==> config.mk <==
export PLATFORM = sky130hd
export DESIGN_NAME = ctr_req_arbiter
export DESIGN_NICKNAME = d
export VERILOG_FILES = /design/src/rtl/ctr_arb_pkg.sv /design/src/rtl/ctr_pend_bank.sv /design/src/rtl/ctr_prio_enc.sv /design/src/rtl/ctr_ovf_route.sv /design/src/rtl/ctr_req_arbiter.sv
export SDC_FILE = /design/constraint.sdc
export NUM_CORES = 1
export LEC_CHECK = 0
export CELL_PAD_IN_SITES_DETAIL_PLACEMENT = 0
export CELL_PAD_IN_SITES_GLOBAL_PLACEMENT = 1
export CORE_MARGIN = 5
export CORE_UTILIZATION = 25
export CTS_BUF_LIST = sky130_fd_sc_hd__clkbuf_4 sky130_fd_sc_hd__clkbuf_8 sky130_fd_sc_hd__clkbuf_16
export DETAILED_ROUTE_END_ITERATION = 10
export PLACE_DENSITY = 0.68
export SLEW_MARGIN = 25
export SYNTH_ARGS = -nofsm -noshare
export SYNTH_HDL_FRONTEND = slang
export SYNTH_SLANG_ARGS = --single-unit
export TNS_END_PERCENT = 5
==> constraint.sdc <==
create_clock -name clk -period 4.7 [get_ports clk]
set_input_delay 1.41 -clock clk [delete_from_list [all_inputs] [get_ports clk]]
set_output_delay 1.41 -clock clk [all_outputs]
set_load 0.03 [all_outputs]
==> src/rtl/ctr_arb_pkg.sv <==
package ctr_arb_pkg;
   typedef enum logic [1:0] {
      SVC_NOP = 2'b00,
      SVC_INC = 2'b01,
      SVC_DEC = 2'b10
   } svc_e;

   typedef enum logic [1:0] {
      OVF_NONE = 2'b00,
      OVF_POS  = 2'b01,
      OVF_NEG  = 2'b10
   } ovf_e;
endpackage

==> src/rtl/ctr_pend_bank.sv <==
// Pending request flags and their latched copies, one slice per cell.
module ctr_pend_bank #(
   parameter int NCELL = 8
) (
   input  logic             clk,
   input  logic             rst_n,
   input  logic [NCELL-1:0] set_up,
   input  logic [NCELL-1:0] set_dn,
   input  logic [NCELL-1:0] clr_up,
   input  logic [NCELL-1:0] clr_dn,
   input  logic             sync_stb,
   output logic [NCELL-1:0] lat_up,
   output logic [NCELL-1:0] lat_dn
);
   logic [NCELL-1:0] pend_up;
   logic [NCELL-1:0] pend_dn;

   for (genvar c = 0; c < NCELL; c++) begin : g_cell
      // a set on the same edge as a clear leaves the flag set
      always_ff @(posedge clk or negedge rst_n) begin
         if (!rst_n) begin
            pend_up[c] <= 1'b0;
            pend_dn[c] <= 1'b0;
         end else begin
            pend_up[c] <= set_up[c] | (pend_up[c] & ~clr_up[c]);
            pend_dn[c] <= set_dn[c] | (pend_dn[c] & ~clr_dn[c]);
         end
      end

      always_ff @(posedge clk or negedge rst_n) begin
         if (!rst_n) begin
            lat_up[c] <= 1'b0;
            lat_dn[c] <= 1'b0;
         end else if (sync_stb) begin
            lat_up[c] <= pend_up[c];
            lat_dn[c] <= pend_dn[c];
         end
      end
   end
endmodule

==> src/rtl/ctr_prio_enc.sv <==
// Fixed-priority pick over the latched requests, lowest index wins.
module ctr_prio_enc
   import ctr_arb_pkg::*;
#(
   parameter int NCELL = 8,
   parameter int IDX_W = $clog2(NCELL)
) (
   input  logic [NCELL-1:0] lat_up,
   input  logic [NCELL-1:0] lat_dn,
   output logic [IDX_W-1:0] sel_idx,
   output logic [NCELL-1:0] sel_hot,
   output logic [1:0]       svc_code
);
   logic [NCELL-1:0] any_req;
   logic             hit;
   logic             sel_u;
   logic             sel_d;

   assign any_req = lat_up | lat_dn;

   always_comb begin
      sel_idx = IDX_W'(NCELL - 1);
      hit     = 1'b0;
      for (int i = 0; i < NCELL; i++) begin
         if (!hit && any_req[i]) begin
            sel_idx = IDX_W'(i);
            hit     = 1'b1;
         end
      end
   end

   assign sel_hot = NCELL'(1) << sel_idx;
   assign sel_u   = |(lat_up & sel_hot);
   assign sel_d   = |(lat_dn & sel_hot);

   always_comb begin
      svc_e code;
      unique case ({sel_u, sel_d})
         2'b10:   code = SVC_INC;
         2'b01:   code = SVC_DEC;
         default: code = SVC_NOP;
      endcase
      svc_code = code;
   end
endmodule

==> src/rtl/ctr_ovf_route.sv <==
// Turns overflow codes into chained requests and interrupt pulses.
module ctr_ovf_route
   import ctr_arb_pkg::*;
#(
   parameter int NCELL     = 8,
   parameter int IDX_W     = $clog2(NCELL),
   parameter int OVF_CELL  = 0,
   parameter int CHAIN_SRC = 2,
   parameter int CHAIN_DST = 1,
   parameter int IRQA_SRC  = 3,
   parameter int IRQB_SRC  = 4,
   parameter bit CHAIN_EN  = 1'b1
) (
   input  logic             clk,
   input  logic             rst_n,
   input  logic             wb_stb,
   input  logic             ovc_stb,
   input  logic [1:0]       ovf_code,
   input  logic [IDX_W-1:0] sel_idx,
   output logic [NCELL-1:0] int_up,
   output logic [NCELL-1:0] int_dn,
   output logic             irq_a,
   output logic             irq_b
);
   logic pos_ovf;
   logic neg_ovf;
   logic wb_pos;
   logic [NCELL-1:0] chain_up;
   logic [NCELL-1:0] ovc_up;
   logic [NCELL-1:0] ovc_dn;

   assign pos_ovf = (ovf_code == OVF_POS);
   assign neg_ovf = (ovf_code == OVF_NEG);
   assign wb_pos  = wb_stb & pos_ovf;

   assign ovc_up = (ovc_stb & pos_ovf) ? NCELL'(1) << OVF_CELL : '0;
   assign ovc_dn = (ovc_stb & neg_ovf) ? NCELL'(1) << OVF_CELL : '0;

   if (CHAIN_EN) begin : g_chain
      assign chain_up = (wb_pos && sel_idx == IDX_W'(CHAIN_SRC))
                        ? NCELL'(1) << CHAIN_DST : '0;
   end else begin : g_nochain
      assign chain_up = '0;
   end

   assign int_up = chain_up | ovc_up;
   assign int_dn = ovc_dn;

   always_ff @(posedge clk or negedge rst_n) begin
      if (!rst_n) begin
         irq_a <= 1'b0;
         irq_b <= 1'b0;
      end else begin
         irq_a <= wb_pos && (sel_idx == IDX_W'(IRQA_SRC));
         irq_b <= wb_pos && (sel_idx == IDX_W'(IRQB_SRC));
      end
   end
endmodule

==> src/rtl/ctr_req_arbiter.sv <==
// Top: request collection, priority pick, service code and overflow routing.
module ctr_req_arbiter #(
   parameter int          NCELL     = 8,
   parameter int          ADDR_W    = 12,
   parameter int unsigned BASE_ADDR = 28,
   parameter int          OVF_CELL  = 0,
   parameter int          CHAIN_SRC = 2,
   parameter int          CHAIN_DST = 1,
   parameter int          IRQA_SRC  = 3,
   parameter int          IRQB_SRC  = 4,
   parameter bit          CHAIN_EN  = 1'b1,
   localparam int         IDX_W     = $clog2(NCELL)
) (
   input  logic              clk,
   input  logic              rst_n,
   input  logic [NCELL-1:0]  req_up,
   input  logic [NCELL-1:0]  req_dn,
   input  logic              sync_stb,
   input  logic              rd_stb,
   input  logic              wb_stb,
   input  logic              ovc_stb,
   input  logic [1:0]        ovf_code,
   output logic [IDX_W-1:0]  sel_idx,
   output logic [1:0]        svc_code,
   output logic [ADDR_W-1:0] addr_out,
   output logic              irq_t3,
   output logic              irq_t4
);
   if (NCELL < 5 || NCELL > 64) begin : g_bad_ncell
      $error("ctr_req_arbiter: NCELL must be 5..64");
   end
   if (BASE_ADDR + NCELL > (64'd1 << ADDR_W)) begin : g_bad_addr
      $error("ctr_req_arbiter: BASE_ADDR + NCELL exceeds ADDR_W");
   end
   if (OVF_CELL >= NCELL || CHAIN_SRC >= NCELL || CHAIN_DST >= NCELL ||
       IRQA_SRC >= NCELL || IRQB_SRC >= NCELL) begin : g_bad_role
      $error("ctr_req_arbiter: cell role index out of range");
   end

   logic [NCELL-1:0] lat_up;
   logic [NCELL-1:0] lat_dn;
   logic [NCELL-1:0] sel_hot;
   logic [NCELL-1:0] int_up;
   logic [NCELL-1:0] int_dn;
   logic [NCELL-1:0] clr_up;
   logic [NCELL-1:0] clr_dn;

   // retire only the latched direction(s) of the selected cell
   assign clr_up = wb_stb ? (lat_up & sel_hot) : '0;
   assign clr_dn = wb_stb ? (lat_dn & sel_hot) : '0;

   ctr_pend_bank #(.NCELL(NCELL)) u_bank (
      .clk      (clk),
      .rst_n    (rst_n),
      .set_up   (req_up | int_up),
      .set_dn   (req_dn | int_dn),
      .clr_up   (clr_up),
      .clr_dn   (clr_dn),
      .sync_stb (sync_stb),
      .lat_up   (lat_up),
      .lat_dn   (lat_dn)
   );

   ctr_prio_enc #(.NCELL(NCELL), .IDX_W(IDX_W)) u_enc (
      .lat_up   (lat_up),
      .lat_dn   (lat_dn),
      .sel_idx  (sel_idx),
      .sel_hot  (sel_hot),
      .svc_code (svc_code)
   );

   ctr_ovf_route #(
      .NCELL(NCELL), .IDX_W(IDX_W), .OVF_CELL(OVF_CELL),
      .CHAIN_SRC(CHAIN_SRC), .CHAIN_DST(CHAIN_DST),
      .IRQA_SRC(IRQA_SRC), .IRQB_SRC(IRQB_SRC), .CHAIN_EN(CHAIN_EN)
   ) u_route (
      .clk      (clk),
      .rst_n    (rst_n),
      .wb_stb   (wb_stb),
      .ovc_stb  (ovc_stb),
      .ovf_code (ovf_code),
      .sel_idx  (sel_idx),
      .int_up   (int_up),
      .int_dn   (int_dn),
      .irq_a    (irq_t3),
      .irq_b    (irq_t4)
   );

   assign addr_out = rd_stb ? ADDR_W'(BASE_ADDR) + ADDR_W'(sel_idx) : '0;
endmodule

==> impl_metrics.csv, run 1 <==
group,metric,value,unit
outcome,status,"complete, no violations",
synth,syn-cell-area,0.00162,mm2
timing,final.period_utilization,0.896,
setup_path,arrival,2.80,ns
pwr,peakVddDrop,0.0000989,V
timing,setup_violations,0,
floorplan,die_area,0.00819,mm2
drt,vias,1237,
setup_path,start_kind,"input port",
synth,syn_inst,156,
drt,routed_wl,3550,um
cells_and_area,design_area,0.00212,mm2
drt,drtIter0Drc,115,
drt,wl_per_cell,13.1,um
cts,cts.repair.resized,0,
synth,ys_seq_area_frac,0.526,
job,drv_cap,0,
timing,period_minus_slack,4.21,ns
cells_and_area,stdcell_count,271,
cts,clk_latency,0.28,ns
synth,yosysUniqueCellTypes,30,
timing,setup-tns-final,0,ns
place,routabilityCongestion,0.787,
min_path,hp-class,"flop to flop",
cts,cts_max_level,2,
cells_and_area,area_growth,31.0,%
setup_path,cp.required,3.29,ns
setup_path,crit-reg2reg-launch,"u_bank.lat_dn[3]",
grt,grt_pass1_wl,5810,um
setup_path,rr_worst_depth,5,
cts,post_cts_buffers,0,
cts,clkTransAtPathRegs,0.07,ns
cts,postCtsHoldBufs,0,
floorplan,die_h,90.5,um
drt,via_per_inst,4.56,
setup_path,reg2reg_to,"u_bank.pend_up[7]",
grt,grt_max_degree,35,
cells_and_area,fin_nets,217,
timing,worstMarginPinSlew,0.854,ns
place,hpwlAfterDp,2630,um
grt,track_usage,0.0879,
timing,max_freq,237,MHz
grt,grt_pass1_vias,1186,
cts,cts_buffer_depth,2,
drt,ant_nets,0,
drt,drc,0,
timing,slew_violations,0,
cells_and_area,layout-drive-gt1-share,0.134,
cts,root_buffer,"clkbuf_8",
synth,yosys_warnings,0,
timing,finalHoldViolations,0,
pwr,p_leak,0.754,nW
synth,synth-seq-cells,34,
grt,overflow,0,
pwr,p_per_area,288,mW/mm2
cts,cts_tree,"done",
timing,rsz0062_at_grt,"false",
floorplan,initial_core_util,0.256,
floorplan,io_pins,43,
timing,slew-limit-headroom,0.429,
setup_path,crit_start,"rd_stb",
setup_path,end_kind,"primary output",
synth,synth_area_per_cell,10.4,um2
setup_path,rrSetupSlack,2.89,ns
timing,fin_skew,0.00567,ns
timing,holdWs,0.472,ns
place,io_buffers,36,
cts,cts_sinks,34,
place,post-place-cells,263,
setup_path,crit_end,"addr_out[4]",
setup_path,worstPathMaxFanout,4,
cts,cts_buffers,5,
setup_path,worstSetupPathType,"input port to primary output",
drt,dr.pass1.iters,4,
floorplan,core-area,0.00631,mm2
floorplan,rows,29,
grt,antenna_found_initial,0,
floorplan,dieWidth,90.5,um
place,place_area,0.00203,mm2
cells_and_area,diodes,0,
==> synthesized netlist by cell type (all sizes together) <==
library cell,instances,area share
dfrtp,34,0.53
nand2,20,0.048
a21o,13,0.060
mux2,12,0.083
nor2,11,0.027
a21oi,10,0.033
buf,9,0.040
nand3,8,0.025
o21ai,7,0.022
inv,5,0.012
and2,4,0.015
nor4,4,0.034
clkbuf,3,0.0070
nor2b,3,0.012
and3,2,0.0077
o311ai,2,0.011
o31ai,2,0.0093
a221o,1,0.0062
conb,1,0.0023
nand2b,1,0.0039
nand3b,1,0.0046
nand4,1,0.0039
nor3,1,0.0031
or4,1,0.0046
==> state kept, by name (all words and copies together) (netlist names) <==
| register | flops |
|---|---|
| u_route.irq_b | 1 |
| u_bank.lat_up | 8 |
| u_bank.lat_dn | 8 |
| u_bank.pend_up | 8 |
| u_route.irq_a | 1 |
| u_bank.pend_dn | 8 |
==> cell families (layout without fill, tap and decap cells) <==
group | count (synthesis) | in the layout | synth area share
buf+inv | 17 | 50 | 0.0587
flops | 34 | 34 | 0.526
simple gates | 57 | 57 | 0.189
other cells | 1 | 6 | 0.00232
compound gates | 35 | 35 | 0.141
mux | 12 | 12 | 0.0835
==> layout make-up <==
cell class / instances / area (um2)
Clock buffer: 7 / 90.1
Clock inverter: 1 / 5.00
Fill cell: 665 / 4190
Inverter: 5 / 18.8
Multi-Input combinational cell: 110 / 692
Sequential cell: 34 / 851
Tap cell: 77 / 96.3
Timing Repair Buffer: 37 / 368
==> how the worst min path moves through the flow <==
stage	endpoint	slack, ns	cells after the start	start
final	u_bank.pend_dn[6]	0.47	1	u_bank.pend_dn[6]
after global routing	u_bank.pend_dn[2]	0.48	1	u_bank.pend_dn[2]
after global placement	u_bank.pend_dn[6]	0.45	1	u_bank.pend_dn[6]
after detailed placement	u_bank.pend_dn[2]	0.46	1	u_bank.pend_dn[2]
after floorplan	u_bank.pend_dn[2]	0.44	1	u_bank.pend_dn[2]
after CTS	u_bank.pend_dn[2]	0.47	1	u_bank.pend_dn[2]
==> critical path, stage by stage <==
cell and delay (ns):
clkdlybuf4s50_1 0.49, nor2b_1 0.20, clkdlybuf4s50_1 0.70
==> metrics by stage <==
step / setup WS [ns] / utilization / power (mW)
after floorplan: 1.08 / - / 0.356
after global placement: 0.499 / 0.321 / 0.393
after detailed placement: 0.478 / 0.321 / 0.393
after CTS: 0.475 / 0.336 / 0.620
after global routing: 0.398 / 0.336 / 0.639
final: 0.488 / 0.336 / 0.612
==> placed cells by master, fill, tap and decap left out, types with 4 or more instances in the layout <==
master           count
mux2_2              12
inv_1                5
and2_1               4
dfrtp_1             34
nand2_1             19
clkdlybuf4s50_1     36
a21o_1              13
clkbuf_8             6
nand3_1              8
a21oi_1              9
o21ai_0              7
nor2_1              10
conb_1               6
==> metal layers <==
layer  part of all wire  GRT usage  vias up
li1                   -          -      608
met1               0.49      0.116      591
met2               0.43      0.130       34
met3              0.071     0.0358        4
met4             0.0087     0.0298        0
met5                  0          0        -
==> power breakdown <==
part           switching, mW  internal [mW]  leakage (nW)
combinational         0.0422         0.0360         0.380
sequential           0.00903          0.300         0.322
clock                  0.101          0.124        0.0517
(Power assumes the default switching activity.)
==> inputs of run 2 (changes only) <==
--- a/config.mk
+++ b/config.mk
@@ -11,9 +11,8 @@
 export CORE_UTILIZATION = 25
 export CTS_BUF_LIST = sky130_fd_sc_hd__clkbuf_4 sky130_fd_sc_hd__clkbuf_8 sky130_fd_sc_hd__clkbuf_16
 export DETAILED_ROUTE_END_ITERATION = 10
-export PLACE_DENSITY = 0.68
+export PLACE_DENSITY_LB_ADDON = 0.1
 export SLEW_MARGIN = 25
 export SYNTH_ARGS = -nofsm -noshare
 export SYNTH_HDL_FRONTEND = slang
 export SYNTH_SLANG_ARGS = --single-unit
-export TNS_END_PERCENT = 5
==> impl_metrics.csv, run 2 (same netlist as run 1, synthesis figures left out) <==
group,metric,value,unit
setup_path,cpMaxStageDelayCell,"clkdlybuf4s50_1",
cts,cts_buffers,5,
setup_path,end_kind,"primary output",
setup_path,crit_top_cell,"clkdlybuf4s50_1",
drt,routed_wl,3830,um
floorplan,die_area,0.00819,mm2
cts,cts.repair.resized,0,
setup_path,cp.required,3.29,ns
cells_and_area,design_area,0.00212,mm2
cts,clkTransAtPathRegs,0.07,ns
setup_path,crit-reg2reg-launch,"u_bank.lat_dn[3]",
timing,slew_violations,0,
grt,antenna_found_initial,0,
place,hpwlAfterDp,2920,um
timing,period_minus_slack,4.23,ns
timing,worstMarginPinSlew,0.875,ns
timing,final.period_utilization,0.900,
grt,track_usage,0.102,
drt,wl_per_cell,14.1,um
drt,vias,1227,
drt,met2_length,1780,um
cells_and_area,stdcell_count,271,
drt,via_per_inst,4.53,
cts,cts_tree,"done",
outcome,status,"complete, no violations",
min_path,hp-class,"flop to flop",
cts,root_buffer,"clkbuf_8",
drt,drc,0,
cells_and_area,num-fill-cells,700,
pwr,p_leak,0.754,nW
cts,cts_sinks,34,
timing,finalHoldViolations,0,
timing,setup_violations,0,
drt,ant_nets,0,
cells_and_area,area_growth,31.0,%
cells_and_area,final_cell_mix,"clkdlybuf4s50_1, dfrtp_1, nand2_1, a21o_1, mux2_2",
grt,grt_pass1_wl,6640,um
cts,clk_latency,0.29,ns
place,io_buffers,36,
pwr,power,0.616,mW
min_path,hold_start,"u_bank.pend_dn[2]",
pwr,peakVddDrop,0.000104,V
drt,dr.pass1.iters,4,
cells_and_area,fin_nets,217,
floorplan,die_h,90.5,um
setup_path,arrival,2.82,ns
drt,drt-met1-wl,1740,um
timing,rsz0062_at_grt,"false",
cells_and_area,layout-drive-gt1-share,0.134,
setup_path,max_stage_delay,0.70,ns
place,post-place-cells,263,
timing,slew-limit-headroom,0.415,
cts,cts_max_level,2,
drt,highest_layer,"met4",
drt,drtIter0Drc,50,
setup_path,worstSetupPathType,"input port to primary output",
floorplan,rows,29,
cts,postCtsHoldBufs,0,
floorplan,initial_core_util,0.256,
drt,wl_met3,224,um
setup_path,crit_chain,"clkdlybuf4s50_1 > nor2b_1 > clkdlybuf4s50_1",
setup_path,crit_start,"rd_stb",
setup_path,start_kind,"input port",
cells_and_area,register_area,851,um2
cts,cts_buffer_depth,2,
timing,max_freq,237,MHz
timing,fin_skew,0.00460,ns
cells_and_area,final_common_cell,"clkdlybuf4s50_1",
cells_and_area,multiInputGateArea,692,um2
place,place_area,0.00203,mm2
place,routabilityCongestion,0.707,
job,drv_cap,0,
floorplan,dieWidth,90.5,um
pwr,p_per_area,291,mW/mm2
grt,grt_pass1_vias,1300,
floorplan,io_pins,43,
cts,post_cts_buffers,0,
floorplan,core-area,0.00631,mm2
grt,grt_max_degree,35,
setup_path,worstPathMaxFanout,4,
cells_and_area,diodes,0,
timing,setup-tns-final,0,ns
grt,overflow,0,
==> run 2: cell counts in the layout (fill, tap and decap cells not counted) <==
Identical to the previous run, type by type.
==> run 2: worst max-delay path: cells and delay by family <==
kind	cells	cell delay (ns)
buf+inv	2	1.20
simple gates	1	0.21
==> run 2: layer usage <==
layer / vias to the layer above / track usage
met3: 7 / 0.0350
li1: 602 / -
met5: - / 0
met1: 588 / 0.129
met2: 30 / 0.154
met4: 0 / 0.0484
==> run 2: final timing paths <==
| check | end | slack, ns | cells past startpoint |
|---|---|---|---|
| worst min register to register | u_bank.pend_dn[2] | 0.47 | 1 |
| worst min-delay path | u_bank.pend_dn[2] | 0.47 | 1 |
| worst max register to register | u_bank.pend_dn[7] | 2.91 | 5 |
| max in group asynchronous | u_bank.lat_up[5] | 2.85 | 2 |
| min in group asynchronous | u_bank.lat_up[0] | 1.53 | 2 |
| worst max-delay path | addr_out[2] | 0.47 | 3 |
==> run 2: layout make-up <==
class	instances	share of cell area
clock buffers	7	0.0425
inverters	5	0.00885
flip-flops and latches	34	0.401
multi-input cells	110	0.326
well taps	77	0.0454
clock inverters	1	0.00236
repair buffers	37	0.173
==> run 2: through the flow <==
stage / hold slack (ns) / setup slack, ns / util
2_1_floorplan: 0.443 / 1.08 / -
3_3_place_gp: 0.452 / 0.496 / 0.321
3_5_place_dp: 0.461 / 0.455 / 0.321
4_1_cts: 0.477 / 0.448 / 0.336
5_1_grt: 0.502 / 0.400 / 0.336
6_report: 0.471 / 0.472 / 0.336
==> run 2: where the power goes <==
group	internal (mW)	switching (mW)	total (mW)	leakage [nW]
clock	0.124	0.105	0.229	0.0517
combinational	0.0360	0.0425	0.0785	0.380
sequential	0.300	0.00877	0.308	0.322
total	0.459	0.157	0.616	0.754
